**config.mk**
```make
export PLATFORM = sky130hd
export DESIGN_NAME = irq_ctrl_top
export DESIGN_NICKNAME = d
export VERILOG_FILES = /design/src/rtl/irq_ctrl_pkg.sv /design/src/rtl/irq_pin_sync.sv /design/src/rtl/irq_src_regs.sv /design/src/rtl/irq_arbiter.sv /design/src/rtl/irq_ctrl_top.sv
export SDC_FILE = /design/constraint.sdc
export NUM_CORES = 1
export LEC_CHECK = 0
export BUFFER_PORTS_ARGS = -buffer_cell sky130_fd_sc_hd__buf_2
export CAP_MARGIN = 20
export CORE_ASPECT_RATIO = 2
export CORE_MARGIN = 8
export CORE_UTILIZATION = 45
export CTS_BUF_LIST = sky130_fd_sc_hd__clkbuf_16
export CTS_CLUSTER_DIAMETER = 40
export DETAILED_ROUTE_END_ITERATION = 8
export GPL_ROUTABILITY_DRIVEN = 0
export PLACE_DENSITY = 0.72
export SYNTH_ARGS = -nofsm -noshare
export SYNTH_HDL_FRONTEND = slang
export SYNTH_HIERARCHICAL = 1
export SYNTH_SLANG_ARGS = --single-unit
export TNS_END_PERCENT = 30
```
**constraint.sdc**
```tcl
create_clock -name clk -period 4.5 [get_ports clk]
set_input_delay 0.45 -clock clk [delete_from_list [all_inputs] [get_ports clk]]
set_output_delay 0.45 -clock clk [all_outputs]
set_load 0.1 [all_outputs]
```
**src/rtl/irq_ctrl_pkg.sv**
```systemverilog
package irq_ctrl_pkg;
  localparam int NSRC = 8;
  localparam int IDX_W = $clog2(NSRC);

  typedef enum logic [IDX_W-1:0] {
    SRC_EXT0 = 3'd0, SRC_TMR0 = 3'd1, SRC_EXT1 = 3'd2, SRC_TMR1 = 3'd3,
    SRC_UART = 3'd4, SRC_TMR2 = 3'd5, SRC_EXT2 = 3'd6, SRC_EXT3 = 3'd7
  } src_e;

  // lowest set index of a request mask (index 0 polls first)
  function automatic logic [IDX_W-1:0] first_set(input logic [NSRC-1:0] v);
    logic [IDX_W-1:0] r;
    r = '0;
    for (int i = NSRC - 1; i >= 0; i--) begin
      if (v[i]) r = IDX_W'(i);
    end
    return r;
  endfunction
endpackage

```
**src/rtl/irq_pin_sync.sv**
```systemverilog
module irq_pin_sync #(
  parameter int STAGES = 2
) (
  input  logic clk,
  input  logic rst,
  input  logic pin_n,
  output logic low,
  output logic fall
);
  logic [STAGES-1:0] chain;
  logic              last;

  always_ff @(posedge clk) begin
    if (rst) begin
      chain <= '1;
      last  <= 1'b1;
    end else begin
      chain <= {chain[STAGES-2:0], pin_n};
      last  <= chain[STAGES-1];
    end
  end

  assign low  = ~chain[STAGES-1];
  assign fall = last & ~chain[STAGES-1];
endmodule

```
**src/rtl/irq_src_regs.sv**
```systemverilog
module irq_src_regs
  import irq_ctrl_pkg::*;
(
  input  logic             clk,
  input  logic             rst,
  input  logic             en_wr,
  input  logic [7:0]       en_wdata,
  input  logic             pri_wr,
  input  logic [7:0]       pri_wdata,
  input  logic             xsrc_wr,
  input  logic [7:0]       xsrc_wdata,
  input  logic             xtrg_wr,
  input  logic [3:0]       xtrg_wdata,
  input  logic [3:0]       pin_low,
  input  logic [3:0]       pin_fall,
  input  logic             tmr0_ovf,
  input  logic             tmr1_ovf,
  input  logic             tmr2_flag,
  input  logic             uart_flag,
  input  logic             clr_vld,
  input  logic [IDX_W-1:0] clr_idx,
  output logic [7:0]       ie_q,
  output logic [7:0]       xsrc_q,
  output logic [3:0]       xtrg_q,
  output logic [1:0]       tf_q,
  output logic [NSRC-1:0]  req_m,
  output logic [NSRC-1:0]  pri
);
  logic [5:0] ip_q;
  logic [7:0] xsrc_d;
  logic [3:0] xtrg_d;
  logic [1:0] tf_d;
  logic [NSRC-1:0] req, en;

  function automatic logic hit(input logic v, input logic [IDX_W-1:0] i, input src_e s);
    return v && (i == s);
  endfunction

  always_comb begin
    xtrg_d = xtrg_wr ? xtrg_wdata : xtrg_q;
    xsrc_d = xsrc_wr ? xsrc_wdata : xsrc_q;
    tf_d   = tf_q;
    if (hit(clr_vld, clr_idx, SRC_EXT0)) xtrg_d[1] = 1'b0;
    if (hit(clr_vld, clr_idx, SRC_EXT1)) xtrg_d[3] = 1'b0;
    if (hit(clr_vld, clr_idx, SRC_EXT2)) xsrc_d[1] = 1'b0;
    if (hit(clr_vld, clr_idx, SRC_EXT3)) xsrc_d[5] = 1'b0;
    if (hit(clr_vld, clr_idx, SRC_TMR0)) tf_d[0]   = 1'b0;
    if (hit(clr_vld, clr_idx, SRC_TMR1)) tf_d[1]   = 1'b0;
    if (xtrg_q[0] && pin_fall[0]) xtrg_d[1] = 1'b1;
    if (xtrg_q[2] && pin_fall[1]) xtrg_d[3] = 1'b1;
    if (xsrc_q[0] && pin_fall[2]) xsrc_d[1] = 1'b1;
    if (xsrc_q[4] && pin_fall[3]) xsrc_d[5] = 1'b1;
    if (tmr0_ovf) tf_d[0] = 1'b1;
    if (tmr1_ovf) tf_d[1] = 1'b1;
  end

  always_ff @(posedge clk) begin
    if (rst) begin
      ie_q   <= '0;
      ip_q   <= '0;
      xsrc_q <= '0;
      xtrg_q <= '0;
      tf_q   <= '0;
    end else begin
      if (en_wr)  ie_q <= en_wdata;
      if (pri_wr) ip_q <= pri_wdata[5:0];
      xsrc_q <= xsrc_d;
      xtrg_q <= xtrg_d;
      tf_q   <= tf_d;
    end
  end

  always_comb begin
    req[SRC_EXT0] = xtrg_q[0] ? xtrg_q[1] : pin_low[0];
    req[SRC_TMR0] = tf_q[0];
    req[SRC_EXT1] = xtrg_q[2] ? xtrg_q[3] : pin_low[1];
    req[SRC_TMR1] = tf_q[1];
    req[SRC_UART] = uart_flag;
    req[SRC_TMR2] = tmr2_flag;
    req[SRC_EXT2] = xsrc_q[0] ? xsrc_q[1] : pin_low[2];
    req[SRC_EXT3] = xsrc_q[4] ? xsrc_q[5] : pin_low[3];
  end

  assign en    = {xsrc_q[6], xsrc_q[2], ie_q[5:0]};
  assign pri   = {xsrc_q[7], xsrc_q[3], ip_q};
  assign req_m = req & en & {NSRC{ie_q[7]}};
endmodule

```
**src/rtl/irq_arbiter.sv**
```systemverilog
module irq_arbiter
  import irq_ctrl_pkg::*;
#(
  parameter int VEC_W    = 8,
  parameter int VEC_BASE = 3,
  parameter int VEC_STEP = 8
) (
  input  logic             clk,
  input  logic             rst,
  input  logic             cyc_en,
  input  logic             ack,
  input  logic             reti,
  input  logic [NSRC-1:0]  req_m,
  input  logic [NSRC-1:0]  pri,
  output logic             irq_req,
  output logic [VEC_W-1:0] irq_vec,
  output logic [IDX_W-1:0] sel_idx,
  output logic             grant,
  output logic [1:0]       busy
);
  logic [NSRC-1:0]  hi_m, lo_m;
  logic             found, pick_lvl, sel_lvl;
  logic [IDX_W-1:0] pick_idx;
  logic [1:0]       busy_d;

  assign hi_m  = req_m & pri;
  assign lo_m  = req_m & ~pri;
  assign grant = ack & irq_req;

  always_comb begin
    found    = 1'b0;
    pick_idx = '0;
    pick_lvl = 1'b0;
    if (!busy[1]) begin
      if (|hi_m) begin
        found    = 1'b1;
        pick_idx = first_set(hi_m);
        pick_lvl = 1'b1;
      end else if (!busy[0] && |lo_m) begin
        found    = 1'b1;
        pick_idx = first_set(lo_m);
      end
    end
  end

  always_comb begin
    busy_d = busy;
    if (reti) begin
      if (busy[1]) busy_d[1] = 1'b0;
      else         busy_d[0] = 1'b0;
    end
    if (grant) busy_d[sel_lvl] = 1'b1;
  end

  always_ff @(posedge clk) begin
    if (rst) begin
      irq_req <= 1'b0;
      irq_vec <= '0;
      sel_idx <= '0;
      sel_lvl <= 1'b0;
      busy    <= '0;
    end else begin
      busy <= busy_d;
      if (grant) begin
        irq_req <= 1'b0;
      end else if (cyc_en) begin
        irq_req <= found;
        if (found) begin
          irq_vec <= VEC_W'(VEC_BASE + VEC_STEP * int'(pick_idx));
          sel_idx <= pick_idx;
          sel_lvl <= pick_lvl;
        end
      end
    end
  end
endmodule

```
**src/rtl/irq_ctrl_top.sv**
```systemverilog
module irq_ctrl_top
  import irq_ctrl_pkg::*;
#(
  parameter int SYNC_STAGES = 2,
  parameter int VEC_W       = 8,
  parameter int VEC_BASE    = 3,
  parameter int VEC_STEP    = 8
) (
  input  logic             clk,
  input  logic             rst,
  input  logic             cyc_en,
  input  logic             en_wr,
  input  logic [7:0]       en_wdata,
  input  logic             pri_wr,
  input  logic [7:0]       pri_wdata,
  input  logic             xsrc_wr,
  input  logic [7:0]       xsrc_wdata,
  input  logic             xtrg_wr,
  input  logic [3:0]       xtrg_wdata,
  input  logic [3:0]       ext_n,
  input  logic             tmr0_ovf,
  input  logic             tmr1_ovf,
  input  logic             tmr2_flag,
  input  logic             uart_flag,
  input  logic             vec_ack,
  input  logic             ret_strobe,
  output logic             irq_req,
  output logic [VEC_W-1:0] irq_vec,
  output logic [7:0]       xsrc_q,
  output logic [3:0]       xtrg_q,
  output logic [1:0]       tmr_flag_q,
  output logic [1:0]       lvl_busy
);
  localparam int NPIN = 4;

  logic [NPIN-1:0]  pin_low, pin_fall;
  logic [7:0]       ie_q;
  logic [NSRC-1:0]  req_m, pri;
  logic [IDX_W-1:0] sel_idx;
  logic             grant;

  for (genvar g = 0; g < NPIN; g++) begin : g_pin
    irq_pin_sync #(.STAGES(SYNC_STAGES)) sync_i (
      .clk(clk), .rst(rst), .pin_n(ext_n[g]), .low(pin_low[g]), .fall(pin_fall[g])
    );
  end

  irq_src_regs regs_i (
    .clk(clk), .rst(rst),
    .en_wr(en_wr), .en_wdata(en_wdata), .pri_wr(pri_wr), .pri_wdata(pri_wdata),
    .xsrc_wr(xsrc_wr), .xsrc_wdata(xsrc_wdata), .xtrg_wr(xtrg_wr), .xtrg_wdata(xtrg_wdata),
    .pin_low(pin_low), .pin_fall(pin_fall),
    .tmr0_ovf(tmr0_ovf), .tmr1_ovf(tmr1_ovf), .tmr2_flag(tmr2_flag), .uart_flag(uart_flag),
    .clr_vld(grant), .clr_idx(sel_idx),
    .ie_q(ie_q), .xsrc_q(xsrc_q), .xtrg_q(xtrg_q), .tf_q(tmr_flag_q),
    .req_m(req_m), .pri(pri)
  );

  irq_arbiter #(.VEC_W(VEC_W), .VEC_BASE(VEC_BASE), .VEC_STEP(VEC_STEP)) arb_i (
    .clk(clk), .rst(rst), .cyc_en(cyc_en), .ack(vec_ack), .reti(ret_strobe),
    .req_m(req_m), .pri(pri),
    .irq_req(irq_req), .irq_vec(irq_vec), .sel_idx(sel_idx), .grant(grant), .busy(lvl_busy)
  );
endmodule

```
==> metrics.md <==
| Metric | Value |
|---|---|
| Lkg Pwr | 1.20 nW |
| R2r worst-path depth | 7 |
| Post-route clock period utilization | 42.3% |
| # Max-Cap Violations | 0 |
| Diode count | 0 |
| Startpoint Class | flop |
| Fin. max-slew vios | 0 |
| Max H-tree Level | 2 |
| # clock sinks | 47 |
| Avg Inst Size Synth | 9.40 um^2 |
| Vias per inst | 5.06 |
| GRT Total Usage | 13.2% |
| Die Span Y | 115 um |
| Cell Int Power | 684 uW |
| Starting DRT DRC Count | 44 |
| Post-CTS Setup Inserts | 0 |
| Crit-path max FO | 7 |
| Worst-path clk slew | 0.06 ns |
| Setup violators final | 0 |
| Final wirelength | 5000 um |
| Tmin final | 1.90 ns |
| Hold path depth | 2 |
| Core area | 0.00482 mm^2 |
| Mapped Area | 0.00222 mm^2 |
| DPL Wire Length | 3970 um |
| Synthesized instance count | 236 |
| CTS Buffer Depth | 2 |
| Worst IR Drop VDD | 284 uV |
| Reg2reg start | regs_i/xtrg_q[0] |
| Initial core utilization | 46.0% |
| Area Overhead vs Synth | 19.7% |
| Final Total Pwr | 959 uW |
| Worst Hold Path EP | g_pin[3].sync_i/chain[0] |
| Crit-path max cell delay | 0.38 ns |
| Worst Setup SP | regs_i/xtrg_q[0] |
| F_max | 0.525 GHz |
| Yosys warns | 6 |
| Relative slew slack | 44.7% |
| Crit Path Class | flop to flop |
| Crit path DAT | 2.04 ns |
| Pre-Repair DR Iteration Count | 4 |
| Flop-to-flop setup slack | 2.60 ns |
| Hold Startpoint | ext_n[3] |
| I/O pins | 70 |
| PostCTS Resize Cnt | 0 |
| # hold bufs at CTS | 0 |
| Aggregate global routing overflow | 0 |
| Worst skew pair latency | 0.28 ns |
| Reg-to-reg endpoint | arb_i/irq_vec[1] |
| Switching Share | 28.7% |
| Pin count of the biggest net entering global routing | 51 |
| Global-route wire length before repair | 7960 um |
| Min-Delay Path Class | input port to flop |
| # port buffers | 63 |
| Buf/Inv on CP | 0 |
| RSZ-0062 raised after global routing | false |
| Initial antenna violation count | 0 |
| Clock share of power | 36.5% |
| Clock skew | 0.00474 ns |
| Final setup TNS | 0 ns |
| Vias in the first global route | 1782 |
| Critical Path, Cell by Cell | mux2i_1 -> nor2_1 -> nor2b_2 -> nor4_2 -> a211o_4 -> and2_4 -> a21oi_2 |
| DR vias | 1772 |
| ANT nets after route | 0 |
| Flop pwr share | 47.3% |
| WL per Instance | 14.3 um |
| Ratio of cells with drive above 1 in the final layout | 31.4% |
| CTS tree | yes |
| CP max-delay cell | dfxtp_1 |
| Die area | 0.00757 mm^2 |
| CP endpoint kind | flop |
| Status | finished clean |
| Switching power | 276 uW |
| Cell row count | 36 |
| Die span in x | 65.6 um |
| CTS Root Cell | clkbuf_16 |
| Power Density | 361 mW/mm^2 |
| Fin. Hold Viols | 0 |
| Num CTS Buffers | 5 |
| CP Data Required Time | 4.63 ns |
| Final nets | 337 |
| Family with the most delay on the worst path | simple AND/OR/NAND/NOR gates |
| Least-Margin Pin Slew | 0.830 ns |
| Remaining DRCs | 0 |
| Comb power frac | 16.2% |
[layout by cell type, fill, tap and decap left out, types with 4 or more instances in the layout]
cell type  count
nor2b_1        4
or2_1         12
nand2b_1       7
buf_2         63
dfxtp_1       47
nor2_1        31
nor2b_4        5
and3_1         4
mux2i_1       25
nand2_1       20
clkbuf_16      5
a21oi_1       13
inv_1          7
[worst max-delay path by stage]
stage | endpoint | slack, ns | depth (start not counted)
6_report | arb_i/irq_vec[1] | 2.60 | 7
5_1_grt | arb_i/sel_idx[2] | 2.44 | 7
4_1_cts | arb_i/irq_vec[1] | 2.58 | 7
3_5_place_dp | arb_i/irq_vec[1] | 2.55 | 7
3_3_place_gp | arb_i/irq_vec[1] | 2.55 | 7
2_1_floorplan | arb_i/irq_vec[1] | 2.13 | 7
[registers in the layout (all words and copies together) (netlist names)]
register,flops
arb_i/busy,2
arb_i/irq_req,1
arb_i/irq_vec,1
arb_i/sel_idx,3
arb_i/sel_lvl,1
g_pin.sync_i/chain,8
g_pin.sync_i/last,4
regs_i/ie_q,7
regs_i/ip_q,6
regs_i/tf_q,2
regs_i/xsrc_q,8
regs_i/xtrg_q,4
[power groups by stage]
stage               Sequential (mW)  Combinational [mW]  Clock, mW
floorplan                     0.514              0.0713          0
global placement              0.462               0.156          0
detailed placement            0.463               0.157          0
CTS                           0.454               0.157      0.361
global route                  0.456               0.166      0.377
finish                        0.453               0.156      0.350
[layout make-up]
cell class	instances	area, um^2
Clock buffer	5	125
Clock inverter	3	20.0
Tap cell	57	71.3
Multi-Input combinational cell	168	1160
Fill cell	443	2160
Sequential cell	47	941
Timing Repair Buffer	63	315
Inverter	7	26.3
[worst register-to-register path, stage by stage (launching register included)]
cell and delay, ns:
dfxtp_1 0.38, mux2i_1 0.30, nor2_1 0.10, nor2b_2 0.19
nor4_2 0.33, a211o_4 0.23, and2_4 0.19, a21oi_2 0.05
[metrics by stage]
step	hold slack, ns	util (%)	cell area [um^2]	worst slack (ns)	std cells
global route	0.351	55.1	2660	2.44	350
finish	0.345	55.1	2660	2.60	350
global placement	0.393	52.1	2510	2.55	342
floorplan	0.383	-	2230	2.13	238
detailed placement	0.396	52.1	2510	2.55	342
CTS	0.345	55.1	2660	2.58	350
[layer usage]
| metal | routed length, um | track usage [%] |
|---|---|---|
| met4 | 76 | 4.99 |
| met1 | 1870 | 12.9 |
| met2 | 2770 | 25.0 |
| met3 | 288 | 3.41 |
| met5 | 0 | 0 |
No activity file was read; power rests on OpenSTA's default activity.
